### src/rtl/fp_pkg.sv
`timescale 1ns/1ps
package fp_pkg;
  localparam int DEF_ADDR_W       = 32;
  localparam int DEF_PC_W         = 16;
  localparam int DEF_LINE_W       = 6;
  localparam int DEF_REGION_LINES = 4;
  localparam int DEF_FT_DEPTH     = 8;
  localparam int DEF_AT_DEPTH     = 8;
  localparam int DEF_PHT_DEPTH    = 16;
endpackage

### src/rtl/fp_gen_track.sv
`timescale 1ns/1ps
module fp_gen_track #(
  parameter int ADDR_W       = fp_pkg::DEF_ADDR_W,
  parameter int PC_W         = fp_pkg::DEF_PC_W,
  parameter int LINE_W       = fp_pkg::DEF_LINE_W,
  parameter int REGION_LINES = fp_pkg::DEF_REGION_LINES,
  parameter int FT_DEPTH     = fp_pkg::DEF_FT_DEPTH,
  parameter int AT_DEPTH     = fp_pkg::DEF_AT_DEPTH,
  localparam int OFF_W = $clog2(REGION_LINES),
  localparam int TAG_W = ADDR_W - LINE_W - OFF_W,
  localparam int SIG_W = PC_W + OFF_W
) (
  input  logic                    clk,
  input  logic                    rst,
  input  logic                    acc_valid,
  input  logic [PC_W-1:0]         acc_pc,
  input  logic [ADDR_W-1:0]       acc_addr,
  input  logic                    end_valid,
  input  logic [ADDR_W-1:0]       end_addr,
  output logic                    trig_valid,
  output logic [SIG_W-1:0]        trig_sig,
  output logic [TAG_W-1:0]        trig_tag,
  output logic [OFF_W-1:0]        trig_off,
  output logic                    commit_valid,
  output logic [SIG_W-1:0]        commit_sig,
  output logic [REGION_LINES-1:0] commit_vec
);
  localparam int FT_IW = $clog2(FT_DEPTH);
  localparam int AT_IW = $clog2(AT_DEPTH);

  logic [TAG_W-1:0]        a_tag, e_tag;
  logic [OFF_W-1:0]        a_off;
  logic [REGION_LINES-1:0] a_bit;
  logic                    unused_bytes;

  assign a_tag = acc_addr[ADDR_W-1 -: TAG_W];
  assign a_off = acc_addr[LINE_W +: OFF_W];
  assign e_tag = end_addr[ADDR_W-1 -: TAG_W];
  assign a_bit = REGION_LINES'(1) << a_off;
  assign unused_bytes = ^{acc_addr[LINE_W-1:0], end_addr[LINE_W+OFF_W-1:0]};

  // filter table: one line seen so far
  logic [FT_DEPTH-1:0] ft_v;
  logic [TAG_W-1:0]    ft_tag [FT_DEPTH];
  logic [SIG_W-1:0]    ft_sig [FT_DEPTH];
  // accumulation table: two or more lines seen
  logic [AT_DEPTH-1:0]     at_v;
  logic [TAG_W-1:0]        at_tag [AT_DEPTH];
  logic [SIG_W-1:0]        at_sig [AT_DEPTH];
  logic [REGION_LINES-1:0] at_vec [AT_DEPTH];

  logic [FT_DEPTH-1:0] ft_ahit, ft_ehit;
  logic [AT_DEPTH-1:0] at_ahit, at_ehit;

  for (genvar i = 0; i < FT_DEPTH; i++) begin : g_ft_cmp
    assign ft_ahit[i] = ft_v[i] && (ft_tag[i] == a_tag);
    assign ft_ehit[i] = ft_v[i] && (ft_tag[i] == e_tag);
  end
  for (genvar j = 0; j < AT_DEPTH; j++) begin : g_at_cmp
    assign at_ahit[j] = at_v[j] && (at_tag[j] == a_tag);
    assign at_ehit[j] = at_v[j] && (at_tag[j] == e_tag);
  end

  logic [FT_IW-1:0] ft_aidx, ft_eidx, ft_slot, ft_rr;
  logic [AT_IW-1:0] at_aidx, at_eidx, at_slot, at_rr;
  logic             ft_has_free, at_has_free;

  always_comb begin
    ft_aidx = '0; ft_eidx = '0; ft_slot = ft_rr; ft_has_free = 1'b0;
    for (int i = FT_DEPTH - 1; i >= 0; i--) begin
      if (ft_ahit[i]) ft_aidx = FT_IW'(i);
      if (ft_ehit[i]) ft_eidx = FT_IW'(i);
      if (!ft_v[i]) begin
        ft_slot = FT_IW'(i);
        ft_has_free = 1'b1;
      end
    end
    if (!ft_has_free) ft_slot = ft_rr;
  end

  always_comb begin
    at_aidx = '0; at_eidx = '0; at_slot = at_rr; at_has_free = 1'b0;
    for (int j = AT_DEPTH - 1; j >= 0; j--) begin
      if (at_ahit[j]) at_aidx = AT_IW'(j);
      if (at_ehit[j]) at_eidx = AT_IW'(j);
      if (!at_v[j]) begin
        at_slot = AT_IW'(j);
        at_has_free = 1'b1;
      end
    end
    if (!at_has_free) at_slot = at_rr;
  end

  logic [OFF_W-1:0] ft_first_off;
  assign ft_first_off = ft_sig[ft_aidx][OFF_W-1:0];

  always_ff @(posedge clk) begin
    if (rst) begin
      ft_v  <= '0;
      at_v  <= '0;
      ft_rr <= '0;
      at_rr <= '0;
    end else if (end_valid) begin
      if (|at_ehit) at_v[at_eidx] <= 1'b0;
      if (|ft_ehit) ft_v[ft_eidx] <= 1'b0;
    end else if (acc_valid) begin
      if (|at_ahit) begin
        at_vec[at_aidx] <= at_vec[at_aidx] | a_bit;
      end else if (|ft_ahit) begin
        if (ft_first_off != a_off) begin
          ft_v[ft_aidx]   <= 1'b0;
          at_v[at_slot]   <= 1'b1;
          at_tag[at_slot] <= a_tag;
          at_sig[at_slot] <= ft_sig[ft_aidx];
          at_vec[at_slot] <= a_bit | (REGION_LINES'(1) << ft_first_off);
          if (!at_has_free) at_rr <= at_rr + 1'b1;
        end
      end else begin
        ft_v[ft_slot]   <= 1'b1;
        ft_tag[ft_slot] <= a_tag;
        ft_sig[ft_slot] <= {acc_pc, a_off};
        if (!ft_has_free) ft_rr <= ft_rr + 1'b1;
      end
    end
  end

  assign trig_valid   = acc_valid && !end_valid && !(|ft_ahit) && !(|at_ahit);
  assign trig_sig     = {acc_pc, a_off};
  assign trig_tag     = a_tag;
  assign trig_off     = a_off;
  assign commit_valid = end_valid && (|at_ehit);
  assign commit_sig   = at_sig[at_eidx];
  assign commit_vec   = at_vec[at_eidx];
endmodule

### src/rtl/fp_pattern_mem.sv
`timescale 1ns/1ps
module fp_pattern_mem #(
  parameter int SIG_W = 18,
  parameter int VEC_W = 4,
  parameter int DEPTH = fp_pkg::DEF_PHT_DEPTH,
  localparam int IDX_W = $clog2(DEPTH),
  localparam int TAGW  = SIG_W - IDX_W
) (
  input  logic             clk,
  input  logic             rst,
  input  logic             wr_en,
  input  logic [SIG_W-1:0] wr_sig,
  input  logic [VEC_W-1:0] wr_vec,
  input  logic             rd_en,
  input  logic [SIG_W-1:0] rd_sig,
  output logic             hit,
  output logic [VEC_W-1:0] vec
);
  logic [TAGW+VEC_W-1:0] mem [DEPTH];
  logic [TAGW+VEC_W-1:0] rd_q;
  logic [DEPTH-1:0]      vbits;
  logic                  rd_v_q;
  logic [TAGW-1:0]       req_tag_q;

  // plain synchronous RAM, no reset, suitable for block RAM
  always_ff @(posedge clk) begin
    if (wr_en) mem[wr_sig[IDX_W-1:0]] <= {wr_sig[SIG_W-1:IDX_W], wr_vec};
    rd_q <= mem[rd_sig[IDX_W-1:0]];
  end

  always_ff @(posedge clk) begin
    if (rst) begin
      vbits     <= '0;
      rd_v_q    <= 1'b0;
      req_tag_q <= '0;
    end else begin
      if (wr_en) vbits[wr_sig[IDX_W-1:0]] <= 1'b1;
      rd_v_q    <= rd_en && vbits[rd_sig[IDX_W-1:0]];
      req_tag_q <= rd_sig[SIG_W-1:IDX_W];
    end
  end

  assign hit = rd_v_q && (rd_q[TAGW+VEC_W-1:VEC_W] == req_tag_q);
  assign vec = rd_q[VEC_W-1:0];
endmodule

### src/rtl/fp_replay.sv
`timescale 1ns/1ps
module fp_replay #(
  parameter int ADDR_W = fp_pkg::DEF_ADDR_W,
  parameter int LINE_W = fp_pkg::DEF_LINE_W,
  parameter int VEC_W  = fp_pkg::DEF_REGION_LINES,
  localparam int OFF_W = $clog2(VEC_W),
  localparam int TAG_W = ADDR_W - LINE_W - OFF_W
) (
  input  logic              clk,
  input  logic              rst,
  input  logic              ld_v,
  input  logic [TAG_W-1:0]  ld_tag,
  input  logic [OFF_W-1:0]  ld_off,
  input  logic [VEC_W-1:0]  ld_vec,
  output logic              pf_valid,
  output logic [ADDR_W-1:0] pf_addr
);
  logic [VEC_W-1:0] mask, m_now;
  logic [TAG_W-1:0] cur_tag, t_now;
  logic [OFF_W-1:0] pick;
  logic             found;

  always_comb begin
    m_now = ld_v ? (ld_vec & ~(VEC_W'(1) << ld_off)) : mask;
    t_now = ld_v ? ld_tag : cur_tag;
    pick  = '0;
    found = 1'b0;
    for (int i = 0; i < VEC_W; i++) begin
      if (!found && m_now[i]) begin
        pick  = OFF_W'(i);
        found = 1'b1;
      end
    end
  end

  always_ff @(posedge clk) begin
    if (rst) begin
      mask     <= '0;
      cur_tag  <= '0;
      pf_valid <= 1'b0;
      pf_addr  <= '0;
    end else begin
      cur_tag  <= t_now;
      pf_valid <= found;
      if (found) begin
        pf_addr <= {t_now, pick, {LINE_W{1'b0}}};
        mask    <= m_now & ~(VEC_W'(1) << pick);
      end else begin
        mask <= '0;
      end
    end
  end
endmodule

### src/rtl/footprint_prefetcher.sv
`timescale 1ns/1ps
module footprint_prefetcher #(
  parameter int ADDR_W       = fp_pkg::DEF_ADDR_W,
  parameter int PC_W         = fp_pkg::DEF_PC_W,
  parameter int LINE_W       = fp_pkg::DEF_LINE_W,
  parameter int REGION_LINES = fp_pkg::DEF_REGION_LINES,
  parameter int FT_DEPTH     = fp_pkg::DEF_FT_DEPTH,
  parameter int AT_DEPTH     = fp_pkg::DEF_AT_DEPTH,
  parameter int PHT_DEPTH    = fp_pkg::DEF_PHT_DEPTH
) (
  input  logic              clk,
  input  logic              rst,
  input  logic              acc_valid,
  input  logic [PC_W-1:0]   acc_pc,
  input  logic [ADDR_W-1:0] acc_addr,
  input  logic              end_valid,
  input  logic [ADDR_W-1:0] end_addr,
  output logic              pf_valid,
  output logic [ADDR_W-1:0] pf_addr
);
  localparam int OFF_W = $clog2(REGION_LINES);
  localparam int TAG_W = ADDR_W - LINE_W - OFF_W;
  localparam int SIG_W = PC_W + OFF_W;

  logic                    trig_valid, commit_valid, pat_hit;
  logic [SIG_W-1:0]        trig_sig, commit_sig;
  logic [TAG_W-1:0]        trig_tag, ctx_tag;
  logic [OFF_W-1:0]        trig_off, ctx_off;
  logic [REGION_LINES-1:0] commit_vec, pat_vec;
  logic                    ctx_v;

  fp_gen_track #(
    .ADDR_W(ADDR_W), .PC_W(PC_W), .LINE_W(LINE_W),
    .REGION_LINES(REGION_LINES), .FT_DEPTH(FT_DEPTH), .AT_DEPTH(AT_DEPTH)
  ) u_track (
    .clk(clk), .rst(rst),
    .acc_valid(acc_valid), .acc_pc(acc_pc), .acc_addr(acc_addr),
    .end_valid(end_valid), .end_addr(end_addr),
    .trig_valid(trig_valid), .trig_sig(trig_sig),
    .trig_tag(trig_tag), .trig_off(trig_off),
    .commit_valid(commit_valid), .commit_sig(commit_sig), .commit_vec(commit_vec)
  );

  fp_pattern_mem #(
    .SIG_W(SIG_W), .VEC_W(REGION_LINES), .DEPTH(PHT_DEPTH)
  ) u_pht (
    .clk(clk), .rst(rst),
    .wr_en(commit_valid), .wr_sig(commit_sig), .wr_vec(commit_vec),
    .rd_en(trig_valid), .rd_sig(trig_sig),
    .hit(pat_hit), .vec(pat_vec)
  );

  // lookup context, aligned with the registered pattern read
  always_ff @(posedge clk) begin
    if (rst) begin
      ctx_v   <= 1'b0;
      ctx_tag <= '0;
      ctx_off <= '0;
    end else begin
      ctx_v   <= trig_valid;
      ctx_tag <= trig_tag;
      ctx_off <= trig_off;
    end
  end

  fp_replay #(
    .ADDR_W(ADDR_W), .LINE_W(LINE_W), .VEC_W(REGION_LINES)
  ) u_replay (
    .clk(clk), .rst(rst),
    .ld_v(ctx_v && pat_hit), .ld_tag(ctx_tag), .ld_off(ctx_off), .ld_vec(pat_vec),
    .pf_valid(pf_valid), .pf_addr(pf_addr)
  );
endmodule

### config.mk
export PLATFORM = sky130hd
export DESIGN_NAME = footprint_prefetcher
export DESIGN_NICKNAME = d
export VERILOG_FILES = /design/src/rtl/fp_pkg.sv /design/src/rtl/fp_gen_track.sv /design/src/rtl/fp_pattern_mem.sv /design/src/rtl/fp_replay.sv /design/src/rtl/footprint_prefetcher.sv
export SDC_FILE = /design/constraint.sdc
export NUM_CORES = 2
export LEC_CHECK = 0
export CAP_MARGIN = 20
export CORE_MARGIN = 4
export CORE_UTILIZATION = 31
export DETAILED_ROUTE_END_ITERATION = 8
export DONT_BUFFER_PORTS = 1
export HOLD_SLACK_MARGIN = 0.03
export PLACE_DENSITY_LB_ADDON = 0.3
export SETUP_SLACK_MARGIN = 0.15
export SLEW_MARGIN = 40
export SYNTH_ARGS = -nofsm -noshare
export SYNTH_HDL_FRONTEND = slang
export SYNTH_SLANG_ARGS = --single-unit
### constraint.sdc
create_clock -name clk -period 18.1 [get_ports clk]
set_input_delay 3.62 -clock clk [delete_from_list [all_inputs] [get_ports clk]]
set_output_delay 3.62 -clock clk [all_outputs]
set_load 0.02 [all_outputs]
* Word level (Yosys, flattened, before mapping)
Memory sizes are Yosys's and may differ from the RTL's. A register that Yosys moved wholly into a read port is not among the register bits.
Index checks and enable logic that the tools add are counted.
** Storage, ports and cells
- Register bits after elaboration :: 135
- RAM bits :: 992
- Logic and storage cells :: 289
- Memories kept :: 6
** Operators by class
- Add/subtract/negate cells :: 2
- Order comparisons :: 13
- Equal/unequal tests :: 38
- Shift operators :: 4
- Mux-type cells :: 124
- Bitwise operators :: 21
- Reduce and logical (&&, ||, !) cells :: 67
** Memories
- u_pht.mem :: depth 16, bits a word 18, read ports 1, clocked after memory_dff 1, wr ports 1, RTL line fp_pattern_mem.sv:19 : logic [TAGW+VEC_W-1:0] mem [DEPTH];
- u_track.at_tag :: depth 8, bits a word 24, read ports 8, clocked after memory_dff 0, wr ports 1, RTL line fp_gen_track.sv:48 : logic [TAG_W-1:0] at_tag [AT_DEPTH];
- u_track.ft_tag :: depth 8, bits a word 24, read ports 8, clocked after memory_dff 0, wr ports 1, RTL line fp_gen_track.sv:44 : logic [TAG_W-1:0] ft_tag [FT_DEPTH];
- u_track.at_sig :: depth 8, bits a word 18, read ports 1, clocked after memory_dff 0, wr ports 1, RTL line fp_gen_track.sv:49 : logic [SIG_W-1:0] at_sig [AT_DEPTH];
- u_track.ft_sig :: depth 8, bits a word 18, read ports 1, clocked after memory_dff 0, wr ports 1, RTL line fp_gen_track.sv:45 : logic [SIG_W-1:0] ft_sig [FT_DEPTH];
- u_track.at_vec :: depth 8, bits a word 4, read ports 2, clocked after memory_dff 0, wr ports 1, RTL line fp_gen_track.sv:50 : logic [REGION_LINES-1:0] at_vec [AT_DEPTH];
** Operators with widths (count)
- == test 24 bit :: 32
- two-way mux 3 bit :: 51
- two-way mux 8 bit :: 12
- two-way mux 1 bit :: 49
- logical AND 1 bit :: 48
- OR reduction 8 bit :: 4
- AND 8 bit :: 3
- two-way mux 24 bit :: 1
- NOT 8 bit :: 3
- less-than comparator 3 x 4 -> 1 bit (second input constant) :: 5
- OR 16 bit :: 1
- OR 8 bit :: 2
- left shift 1 x 2 -> 4 bit (first input constant) :: 4
- demux 1 bit (select 3 bit) :: 5
- greater-or-equal comparator 3 x 1 -> 1 bit (second input constant) :: 5
- == test 14 bit :: 1
- less-than comparator 4 x 5 -> 1 bit (second input constant) :: 2
- AND reduction 5 bit :: 2
- AND 4 bit :: 2
- two-way mux 4 bit :: 2
- NOT 4 bit :: 2
- OR 4 bit :: 2
- adder 3 x 1 -> 3 bit (second input constant) :: 2
- zero test 1 bit :: 6
- 14 further kinds :: 23

* Logic depth before layout (Yosys ltp)
An unclocked memory read counts as a cell.
- Depth after elaboration :: 22
- Gate-level depth with buffers :: 17
- Mapped depth without buffers :: 13

* By module
Synthesis repeated with hierarchy kept, for this count alone.
** Second synthesis, totals
- Cell total of the unflattened synthesis :: 3559
- Area, all modules :: 51493.1 um^2
** By module, submodules not included
- fp_gen_track :: times used 1, cells each 2706, area each 36064.6 um^2, seq. area each 21580.7 um^2
- fp_pattern_mem :: times used 1, cells each 601, area each 12405.6 um^2, seq. area each 9629.2 um^2
- fp_replay :: times used 1, cells each 195, area each 2267.2 um^2, seq. area each 1101.1 um^2
- footprint_prefetcher :: times used 1, cells each 57, area each 755.7 um^2, seq. area each 540.5 um^2

* Worst setup path after synthesis
OpenSTA, ideal clock, no wires.
- Kind :: input -> register
- Start :: in acc_addr[19]
- End :: mem u_track.at_sig[2][0], enable pin
- Setup time :: 442 ps
- Arrival :: 8328 ps
- Required time :: 17658 ps
- Setup slack :: 9330 ps
- Stages :: 14
- Buffers on the path :: 2
- Path through :: buf_2 > xor2_1 > nor4_2 > and4_1 > a211oi_2 > o221a_4 > or4b_4 > o32a_1 > o211ai_2 > a31oi_4 > a211oi_2 > buf_2 > nand2_1 > nor2_1
** On the way
- Cells in the longest elaborated chain, start to end :: 19
- Elaborated cells between the ends (all ways) :: 51
- Classes of those cells :: eq/ne (17); mux (15); reduce/logical (18); memory (1)
** Ends and longest elaborated chain
- start, declared :: RTL line footprint_prefetcher.sv:15 : input logic [ADDR_W-1:0] acc_addr,
- == test 24 bit :: RTL line fp_gen_track.sv:56 : assign ft_ahit[i] = ft_v[i] && (ft_tag[i] == a_tag);
- logical AND 1 bit :: RTL line fp_gen_track.sv:56
- two-way mux 3 bit (8 in series) :: RTL line fp_gen_track.sv:71 : if (ft_ahit[i]) ft_aidx = FT_IW'(i);
- memory read (8 x 18 bit)
- != test 2 bit :: RTL line fp_gen_track.sv:110 : if (ft_first_off != a_off) begin
- two-way mux 1 bit :: RTL line fp_gen_track.sv:110
- two-way mux 1 bit :: RTL line fp_gen_track.sv:109 : end else if (|ft_ahit) begin
- two-way mux 1 bit (*) :: RTL line fp_gen_track.sv:107 : if (|at_ahit) begin
- two-way mux 1 bit (*) :: RTL line fp_gen_track.sv:106 : end else if (acc_valid) begin
- two-way mux 1 bit (*) :: RTL line fp_gen_track.sv:103 : end else if (end_valid) begin
- two-way mux 1 bit (*) :: RTL line fp_gen_track.sv:98 : if (rst) begin
- two-way mux 1 bit (implied by the code) (*) :: RTL line fp_gen_track.sv:114 : at_sig[at_slot] <= ft_sig[ft_aidx];
- end, declared :: RTL line fp_gen_track.sv:49
Every way passes the cells marked *; elsewhere a longest branch is shown, timed or not.

* Final worst setup path
- Start :: in acc_addr[29]
- End :: mem u_track.at_tag[4][22] (netlist bit), enable pin
** On the way
- Cells in the longest elaborated chain, start to end :: 19
- Elaborated cells between the ends (all ways) :: 51
- Classes of those cells :: eq/ne (17); mux (15); reduce/logical (18); memory (1)
** Ends and longest elaborated chain
- == test 24 bit :: RTL line fp_gen_track.sv:56
- logical AND 1 bit :: RTL line fp_gen_track.sv:56
- two-way mux 3 bit (8 in series) :: RTL line fp_gen_track.sv:71
- memory read (8 x 18 bit)
- != test 2 bit :: RTL line fp_gen_track.sv:110
- two-way mux 1 bit :: RTL line fp_gen_track.sv:110
- two-way mux 1 bit :: RTL line fp_gen_track.sv:109
- two-way mux 1 bit (*) :: RTL line fp_gen_track.sv:107
- two-way mux 1 bit (*) :: RTL line fp_gen_track.sv:106
- two-way mux 1 bit (*) :: RTL line fp_gen_track.sv:103
- two-way mux 1 bit (*) :: RTL line fp_gen_track.sv:98
- two-way mux 1 bit (implied by the code) (*) :: RTL line fp_gen_track.sv:113 : at_tag[at_slot] <= a_tag;
- end, declared :: RTL line fp_gen_track.sv:48
Marks and branches as above.

==> out/results.txt <==
die span in x = 411 um
TritonCTS buffer count = 121
root buffer cell = clkbuf_16
Placeable Area = 161000 um2
adder-cell share of the synthesized area = 0.0497%
Port Buffers = 0
RSZ-0062 raised after global routing = no
status = finished, final reports clean
post-synthesis compound-gate area fraction = 4.47%
Via density = 5.17
Detail Placement HPWL = 87.6 mm
most used cell, CP = buf_4
min cycle time layout = 8520 ps
post-CTS sizing = 0
initial drt markers = 2987
cell taking the most area after synthesis = edfxtp_1
worst hold path type = flip-flop to flip-flop
Detail Route Antenna Nets = 0
DIE AREA = 169000 um2
XOR/XNOR Fraction of Synth Area = 13.7%
vias = 29512
Fin Setup TNS = 0 ps
Setup violations, final = 0
Pwr Total = 5.48 mW
DRC = 0
Most used DFF post-synth = edfxtp_1
Commonest cells post-synth = edfxtp_1, xor2_1, xnor2_1
pin slew with the least headroom to its limit = 814 ps
Max Slew Vio Count = 0
largest family of logic cells by synthesized area = XOR/XNOR gates
maximum clock path buffer count = 3
CTS sink count = 1145
Max stage delay on crit path = 740 ps
initial core utilization = 31.3%
peak supply drop = 74.9 uV
GR Util All Layers = 17.5%
CP max FO = 33
Startpoint Class = input port
post-synth cell types = 89
Final Hold Vio Count = 0
PwrDens = 96.4 nW/um2
CP required = 18470 ps
Seq/Total Area, Yosys = 65.3%
Final period util = 47.1%
post-synthesis simple-gate area fraction = 8.60%
layout cells sized above 1 = 12.1%
Post-CTS Hold Buffers = 0
mapped cell area = 50300 um2
leakage = 18.1 nW
Synth top area share = 59.2%
syn_area_per_cell = 14.6 um2
CTS H-tree depth = 3
CTS tree = yes
FMAX = 0.117 GHz
wirelength, routed = 151 mm
GP Congestion = 0.837
Syn. warnings = 0
largest net degree at the start of global routing = 127
NumNets Final = 3525
first-pass GRT wire length = 215 mm
synth top area cells = edfxtp_1, xor2_1, xnor2_1, dfxtp_1, mux4_2
kind of critical path = input port to flip-flop
Mapped Cells = 3439
Slew headroom = 45.2%
mux contribution to synthesized area = 5.78%
TritonRoute pass-1 iters = 8
area delta synth->final = 13.0%
num ports = 117
maxcap violations = 0
Die Y = 411 um
WP data arrival = 8890 ps
initial antenna violation count = 6
crit path cell chain = xnor2_1 > nand4_1 > or4_1 > nor2_2 > o221a_4 > o21ai_4 > buf_4 > a21oi_1 > a31oi_4 > a211oi_4 > nand2_1 > nor2_4 > buf_4
top-count cell post-synth = edfxtp_1
synthesized flop and latch total = 1145
Final Skew = 60.9 ps
Crit. End Element = flip-flop
# rows = 147
fraction of synthesis flops using an asynchronous set or reset pin = 0%
vias in the first global route = 29427
WL/cell = 26.4 um
Worst-path clk slew = 60 ps
GRT overflow = 0
Post-synth EDFFs = 992
Worst-Skew Late Latency = 760 ps
post-CTS setup buffers = 0
Slowest-stage cell, CP = nor2_4
-- state kept, by name, indices dropped and copies added, names as in the netlist, 16 cells and up --
signal and flops:
ctx_tag 24, u_pht.mem 288, u_pht.rd_q 18, u_pht.vbits 16, u_replay.cur_tag 24, u_replay.pf_addr 26
u_track.at_sig 144, u_track.at_tag 192, u_track.at_vec 32, u_track.ft_sig 144, u_track.ft_tag 192
-- through the flow --
stage / cells / util (%) / hold slack [ps] / setup slack (ps) / area, um2
6_report: 5706 / 35.3 / 463 / 9580 / 56900
5_1_grt: 5706 / 35.3 / 472 / 9410 / 56900
4_1_cts: 5704 / 35.3 / 464 / 9680 / 56800
3_5_place_dp: 5475 / 32.8 / 450 / 8900 / 52900
3_3_place_gp: 5473 / 32.8 / 443 / 8630 / 52800
2_1_floorplan: 3445 / - / 435 / 9330 / 50300
-- routing by layer --
layer	GRT usage, %	share of wire, %	up-vias
li1	-	-	12934
met1	23.7	44	15404
met2	29.2	48	1010
met3	2.90	6.4	164
met4	4.29	1.9	0
met5	0	0	-
-- worst max-delay path: cells and delay by family --
kind	cells	cell delay, ps
AND/OR/NAND/NOR	5	2310
buffers and inverters	2	740
AO/OA/AOI/OAI	5	1840
XOR/XNOR	1	260
-- where the power goes --
group / leakage [nW] / internal (mW) / switching, mW
combinational: 6.00 / 0.0843 / 0.0677
sequential: 10.2 / 2.87 / 0.0165
clock: 1.93 / 1.38 / 1.06
total: 18.1 / 4.34 / 1.15
-- layout by cell type (no fill, tap or decap), types with 17 or more instances in the layout --
cell type,count
edfxtp_1,992
xor2_1,422
xnor2_1,363
nand2_1,167
dfxtp_1,153
nand4_1,138
nor2_1,124
clkbuf_16,122
nor4_1,112
mux4_2,95
mux2i_1,70
buf_4,56
nor3_1,54
nor2b_1,52
a21oi_1,51
a211oi_1,44
nand3_1,41
a222oi_1,36
inv_1,32
clkbuf_1,28
o21ai_0,27
clkinv_2,22
clkinv_1,21
clkbuf_8,21
o211ai_1,20
nor4_2,17
-- layout make-up --
cell class                 count  area (um2)
fill                       15370      104000
sequential                  1145       32900
multi-input combinational   2079       16800
clock buffer                 171        3450
tap                         2160        2700
clock inverter                58         495
timing repair buffer          58         459
inverter                      34         128
antenna                        1        2.50
-- cells by family (layout without fill, tap and decap cells) --
kind of cell / Yosys count / after routing
and+or+nand+nor: 814 / 814
AOI/OAI and AO/OA: 300 / 300
adders and majority gates: 2 / 2
xor gates and xnor gates: 785 / 785
muxes: 171 / 171
DFF: 1145 / 1145
other: 1 / 8
buffers and inverters: 221 / 321
-- final timing paths --
kind,start,to,slack [ps],cells after the start
worst min-delay path,u_pht.vbits[6],u_pht.vbits[6],460,1
worst min register to register,u_pht.vbits[6],u_pht.vbits[6],460,1
worst max register to register,u_track.ft_tag[3][19],u_track.at_tag[4][22],12040,13
worst max-delay path,acc_addr[29],u_track.at_tag[4][22],9580,13
(Power assumes the default switching activity.)
